File: src/rtl/burst_seq_pkg.sv
package burst_seq_pkg;

    // Number of low address bits that take part in a burst.
    localparam int unsigned BEAT_W   = 2;
    localparam int unsigned BEAT_CNT = 1 << BEAT_W;

    typedef enum logic {
        ORD_LINEAR     = 1'b0,
        ORD_INTERLEAVE = 1'b1
    } order_e;

    typedef enum logic {
        ACC_READ  = 1'b0,
        ACC_WRITE = 1'b1
    } acc_e;

    typedef enum logic [1:0] {
        CMD_HOLD  = 2'd0,
        CMD_LOAD  = 2'd1,
        CMD_DESEL = 2'd2,
        CMD_STEP  = 2'd3
    } cmd_e;

    // Low-bit offset of one beat for the chosen order.
    function automatic logic [BEAT_W-1:0] beat_low(
        input logic [BEAT_W-1:0] start,
        input logic [BEAT_W-1:0] beat,
        input order_e            ord
    );
        logic [BEAT_W-1:0] r;
        if (ord == ORD_INTERLEAVE) r = start ^ beat;
        else                       r = start + beat;
        return r;
    endfunction

    // All three bank selects active.
    function automatic logic bank_selected(
        input logic a_n,
        input logic b,
        input logic c_n
    );
        return (!a_n) && b && (!c_n);
    endfunction

endpackage

File: src/rtl/bsq_cmd_decode.sv
module bsq_cmd_decode
    import burst_seq_pkg::*;
(
    input  logic clk_en_n,
    input  logic adv_ld,
    input  logic sel_a_n,
    input  logic sel_b,
    input  logic sel_c_n,
    output cmd_e cmd
);

    always_comb begin
        if (clk_en_n)                              cmd = CMD_HOLD;
        else if (adv_ld)                           cmd = CMD_STEP;
        else if (bank_selected(sel_a_n, sel_b, sel_c_n)) cmd = CMD_LOAD;
        else                                       cmd = CMD_DESEL;
    end

endmodule

File: src/rtl/bsq_beat_cnt.sv
module bsq_beat_cnt
    import burst_seq_pkg::*;
(
    input  logic              clk,
    input  logic              rst,
    input  cmd_e              cmd,
    output logic [BEAT_W-1:0] beat
);

    logic [BEAT_W-1:0] beat_q;

    always_ff @(posedge clk) begin
        if (rst) begin
            beat_q <= '0;
        end else begin
            unique case (cmd)
                CMD_LOAD: beat_q <= '0;
                CMD_STEP: beat_q <= beat_q + 1'b1;   // wraps modulo BEAT_CNT
                default:  beat_q <= beat_q;
            endcase
        end
    end

    assign beat = beat_q;

endmodule

File: src/rtl/bsq_addr_gen.sv
module bsq_addr_gen
    import burst_seq_pkg::*;
#(
    parameter int unsigned ADDR_W = 17
)(
    input  logic [ADDR_W-1:0] base,
    input  logic [BEAT_W-1:0] beat,
    input  logic              order_il,
    output logic [ADDR_W-1:0] addr
);

    localparam int unsigned UPPER_W = ADDR_W - BEAT_W;

    order_e            ord;
    logic [BEAT_W-1:0] low;

    assign ord = order_e'(order_il);
    assign low = beat_low(base[BEAT_W-1:0], beat, ord);

    generate
        if (UPPER_W > 0) begin : g_upper
            assign addr = {base[ADDR_W-1:BEAT_W], low};
        end else begin : g_low_only
            assign addr = low;
        end
    endgenerate

endmodule

File: src/rtl/burst_addr_seq.sv
module burst_addr_seq
    import burst_seq_pkg::*;
#(
    parameter int unsigned ADDR_W = 17
)(
    input  logic              clk,
    input  logic              rst,
    input  logic              clk_en_n,
    input  logic              adv_ld,
    input  logic              sel_a_n,
    input  logic              sel_b,
    input  logic              sel_c_n,
    input  logic              wr_n,
    input  logic [ADDR_W-1:0] addr_in,
    input  logic              order_il,
    output logic [ADDR_W-1:0] addr_out,
    output logic              acc_wr,
    output logic              valid
);

    cmd_e              cmd;
    logic [BEAT_W-1:0] beat;
    logic [ADDR_W-1:0] base_q;
    acc_e              acc_q;
    logic              valid_q;

    bsq_cmd_decode u_dec (
        .clk_en_n (clk_en_n),
        .adv_ld   (adv_ld),
        .sel_a_n  (sel_a_n),
        .sel_b    (sel_b),
        .sel_c_n  (sel_c_n),
        .cmd      (cmd)
    );

    bsq_beat_cnt u_cnt (
        .clk  (clk),
        .rst  (rst),
        .cmd  (cmd),
        .beat (beat)
    );

    // Start address, access type and valid flag change only on load-type cycles.
    always_ff @(posedge clk) begin
        if (rst) begin
            base_q  <= '0;
            acc_q   <= ACC_READ;
            valid_q <= 1'b0;
        end else begin
            unique case (cmd)
                CMD_LOAD: begin
                    base_q  <= addr_in;
                    acc_q   <= wr_n ? ACC_READ : ACC_WRITE;
                    valid_q <= 1'b1;
                end
                CMD_DESEL: valid_q <= 1'b0;
                default: ;
            endcase
        end
    end

    bsq_addr_gen #(.ADDR_W(ADDR_W)) u_gen (
        .base     (base_q),
        .beat     (beat),
        .order_il (order_il),
        .addr     (addr_out)
    );

    assign acc_wr = (acc_q == ACC_WRITE);
    assign valid  = valid_q;

endmodule

File: config.mk
export PLATFORM = sky130hd
export DESIGN_NAME = burst_addr_seq
export DESIGN_NICKNAME = d
export VERILOG_FILES = /design/src/rtl/burst_seq_pkg.sv /design/src/rtl/bsq_cmd_decode.sv /design/src/rtl/bsq_beat_cnt.sv /design/src/rtl/bsq_addr_gen.sv /design/src/rtl/burst_addr_seq.sv
export SDC_FILE = /design/constraint.sdc
export NUM_CORES = 1
export LEC_CHECK = 0
export ABC_AREA = 1
export ABC_CLOCK_PERIOD_IN_PS = 800
export BUFFER_PORTS_ARGS = -buffer_cell sky130_fd_sc_hd__buf_4
export CORE_ASPECT_RATIO = 0.8
export CORE_MARGIN = 4
export CORE_UTILIZATION = 42
export DETAILED_ROUTE_END_ITERATION = 10
export PLACE_DENSITY = 0.77
export SETUP_SLACK_MARGIN = 0.05
export SYNTH_ARGS = -nofsm -noshare
export SYNTH_HDL_FRONTEND = slang
export SYNTH_SLANG_ARGS = --single-unit
File: constraint.sdc
create_clock -name clk -period 0.8 [get_ports clk]
set_clock_uncertainty 0.1 [all_clocks]
set_input_delay 0 -clock clk [delete_from_list [all_inputs] [get_ports clk]]
set_output_delay 0 -clock clk [all_outputs]
set_load 0.03 [all_outputs]
-- Yosys cells after proc, flatten, opt, wreduce, memory -nomap -nowiden
Cells that the tools add are included.
- add/sub/neg operators: 2
- reduce and logical (&&, ||, !) cells: 6
- mux-type cells: 7
- equal/unequal tests: 3
- bitwise operators: 1
- operators with widths (operator ; number):
    2-bit two-way mux ; 4
    2-bit equality test, second input constant ; 2
    2-bit one-hot mux with 2 select lines ; 1
    2-bit nonzero test ; 2
    2-bit by 1-bit adder with 2-bit output, second input constant ; 1
    2-bit adder ; 1
    2-bit by 1-bit equality test with 1-bit output, second input constant ; 1
    1-bit logical AND ; 2
    1-bit logical NOT ; 2
    1-bit one-hot mux with 2 select lines ; 1
    2-bit bitwise XOR ; 1
    1-bit two-way mux ; 1
- word-level logic and storage cells: 23
- input bits: 26
- bits in registers: 21

-- Depth between registers and ports, before layout
- depth after elaboration: 8
- depth in mapped cells: 7
- mapped depth without buffers: 6

-- Hierarchy
From an unflattened synthesis, not the netlist that was laid out.
- cells, all modules: 177
- area total of the unflattened synthesis: 1142.3 µm²
- modules (own cells, without submodules) (module ; area an instance (µm²) ; cells each ; times used):
    burst_addr_seq ; 824.5 ; 123 ; 1
    bsq_addr_gen ; 180.2 ; 30 ; 1
    bsq_beat_cnt ; 98.8 ; 16 ; 1
    bsq_cmd_decode ; 38.8 ; 8 ; 1

-- Worst setup path before layout
No wires, ideal clock.
- path type: reg-to-output
- start point: register u_cnt.beat_q[0], in the netlist u_cnt.beat[0]
- end point: output port addr_out[1]
- stages on the path, launching flop included: 6
- arrival time: 0.919 ns
- slack: -0.219 ns
- buffers on the path: 0
- cells stage by stage: dfxtp_1 > ha_1 > inv_1 > nor2_1 > xor2_1 > inv_1
- cells in the longest elaborated chain, start to end: 2
- RTL lines (what ; RTL line ; source):
    from (decl) ; bsq_beat_cnt.sv:10 ; logic [BEAT_W-1:0] beat_q;
    from (signal assigned) ; bsq_beat_cnt.sv:18 ; CMD_STEP: beat_q <= beat_q + 1'b1;
    from (signal assigned) ; bsq_beat_cnt.sv:19 ; default: beat_q <= beat_q;
    2-bit adder ; burst_seq_pkg.sv:32 ; else r = start + beat;
    2-bit two-way mux ; burst_seq_pkg.sv:31 ; if (ord == ORD_INTERLEAVE) r = start ^ beat;
    to (decl) ; burst_addr_seq.sv:16 ; output logic [ADDR_W-1:0] addr_out,
No other way between the ends.

-- Worst setup path in the final report
- start point: register base_q[0]
- end point: output port addr_out[1]
- cells in the longest elaborated chain, start to end: 2
- RTL lines (what ; RTL line ; source):
    from (decl) ; burst_addr_seq.sv:23 ; logic [ADDR_W-1:0] base_q;
    from (signal assigned) ; burst_addr_seq.sv:52 ; base_q <= addr_in;
    2-bit adder ; burst_seq_pkg.sv:32 ;
    2-bit two-way mux ; burst_seq_pkg.sv:31 ;
No other way between the ends.

==> impl_metrics.toml <==
[clock_network]
clock-sinks = 21
cts_buffers = 3
cts_hold_buf = 18
cts.reportedPaths.clkPinSlew_ns = 0.12
clk_latency_ns = 0.30
root_buffer = "clkbuf_4"
cts_tree = "built"
cts_buffer_depth = 2
htreeDepth = 1

[timing]
hold_violations = 21
slew_headroom_pct = 89.4
rsz0062_at_grt = "yes"
hold_ws_ns = -0.191
layout_setup_ws_ns = -0.564
drv_slew = 0
finalSetupTns_ns = -3.24
worst_pin_slew_ns = 0.158
setup_viol_count_final = 27
fmax_mhz = 733
period_share_pct = 171
fin_crit_ns = 1.36

[placement]
dpl_cell_area_um2 = 1420
io_buffers = 44
place_congestion = 0.796
hpwlAfterDp_um = 1670

[critical_path]
critPathLaunchType = "register"
worstSetupPathType = "reg2out"
arrival_ns = 1.26
cp.required_ns = 0.70
crit_path_max_fanout = 2
end_kind = "output port"

[job]
maxCapViolations = 0

[logic_synthesis]
syn_nets = 186
avgSynthCellArea_um2 = 6.92
async_reset_ff_share_pct = 0
synth_top_area_share_pct = 38.2
ys.flop_type = "dfxtp_1"
synth-warning-count = 0
synth_area_um2 = 1100
synth.most_common_cell = "nand2_1"
ys_ff_latch = 21
yosysTopAreaCell = "dfxtp_1"
synth_common_cells = "nand2_1 (42), nor2_1 (33), inv_1 (26)"
synthCells = 159
yosysSeqAreaShare_pct = 38.2
netlist_top_cells_area = "dfxtp_1 (38%), nand2_1 (14%), nor2_1 (11%)"
synth_cell_types = 17
synth_enable_flop_cells = 0

[route]
dr.first_iter.drc_count = 37
vias_per_cell = 4.22
drt-pass1-iter-count = 4
drt_wl_total_um = 2710
postRouteAntennaNets = 0
drc = 0
wl_per_cell_um = 10.6
num_vias = 1080

[floorplan]
rows = 16
die_h_um = 53.8
initial_core_util_pct = 44.4
dieArea_um2 = 3510
die_w_um = 65.2
num_io_pins = 45
core_um2 = 2480

[pwr]
internal-power_mw = 1.53
p_switching_mw = 0.545
leakagePower_nw = 0.947
p_comb_share_pct = 22.7
power.share.clock_pct = 24.7
swShare_pct = 26.3
power_density_nw_per_um2 = 1130
peakVddDrop_v = 0.00123
power_frac_seq_pct = 52.6
power.total_mw = 2.07

[layout]
syn2layout_area_growth_pct = 66.3
design_area_um2 = 1830
nets = 248
layout-drive-gt1-share_pct = 52.7
insertedDiodeCount = 0

[global_routing]
grt_pass1_vias = 1054
grtUsageTotal_pct = 16.1
grt.overflow.total = 0
grt_max_degree = 21
antenna_found_initial = 0
grt_pass1_wl_um = 4350

[run_status]
violations = "hold timing, setup timing"
run_status = "finished with violations"

[worst_hold_path]
hp-class = "in2reg"
==> layout make-up <==
class	count	area [um2]
flip-flops and latches	21	450
clock buffers	4	26.3
fillers	202	652
multi-input cells	92	463
inverters	27	111
repair buffers	76	734
well taps	36	45.0
==> sequential cells by signal (all words and copies together), names as in the netlist <==
signal      count
valid           1
base_q         17
acc_wr          1
u_cnt.beat      2
==> metal layers <==
layer  share of wire [%]  wire [um]  GRT usage, %  up-vias
met3                 4.5        123          4.38        6
met1                  40       1080          16.7      482
li1                    -          -             -      567
met2                  54       1450          31.9       25
met5                   0          0             0        -
met4                 2.0         54          5.17        0
==> logic make-up after synthesis <==
family          count (synthesis)  synth area share, %
simple gates                   85                 33.1
buf+inv                        46                 24.2
flops                          21                 38.2
compound gates                  4                 1.82
xor+xnor                        2                 1.59
fa+ha+maj                       1                 1.14
==> stage by stage <==
stage / instances / util [%] / setup slack (ns)
2_1_floorplan: 159 / - / -0.154
3_5_place_dp: 227 / 57.1 / -0.269
4_1_cts: 253 / 71.0 / -0.601
3_3_place_gp: 227 / 57.1 / -0.235
6_report: 256 / 73.7 / -0.564
5_1_grt: 256 / 73.7 / -0.662
==> what timing repair did <==
item / 4_1_cts / 5_1_grt
hold endpoints to repair: 21 / 21
pin swaps: 4 / 8
resized for setup: 42 / 21
buffers inserted: 4 / 4
endpoints found under the setup margin: 22 / 39
==> cells in the final DEF, fill, tap and decap left out, types with 3 or more instances in the layout <==
cell type / count
dlygate4sd3_1: 18
dfxtp_2: 18
clkbuf_4: 3
inv_1: 13
inv_2: 12
nand2_1: 38
nand2_2: 4
nor2_2: 10
buf_6: 25
buf_4: 31
nor2_1: 27
==> worst max-delay path, cell delays in order (launching register included) <==
cell and delay (ns):
dfxtp_2 0.37, ha_4 0.13, inv_2 0.03, nor2_2 0.08, xor2_1 0.17, inv_2 0.05
buf_6 0.13
==> power by group through the flow <==
stage,Combinational (mW),Sequential (mW),Clock (mW)
finish,0.471,1.09,0.513
global route,0.510,1.09,0.580
CTS,0.446,1.09,0.531
detailed placement,0.342,1.10,0
global placement,0.334,1.10,0
floorplan,0.183,1.11,0
==> path summary, 6_finish.rpt <==
| kind | from | to | slack, ns | cells past startpoint |
|---|---|---|---|---|
| max | base_q[0] | addr_out[1] | -0.56 | 6 |
| min reg2reg | valid | valid | 0.40 | 2 |
| min | rst | valid | -0.19 | 2 |
| max reg2reg | u_cnt.beat[0] | u_cnt.beat[1] | -0.39 | 6 |
Power figures use the tool's default switching activity.
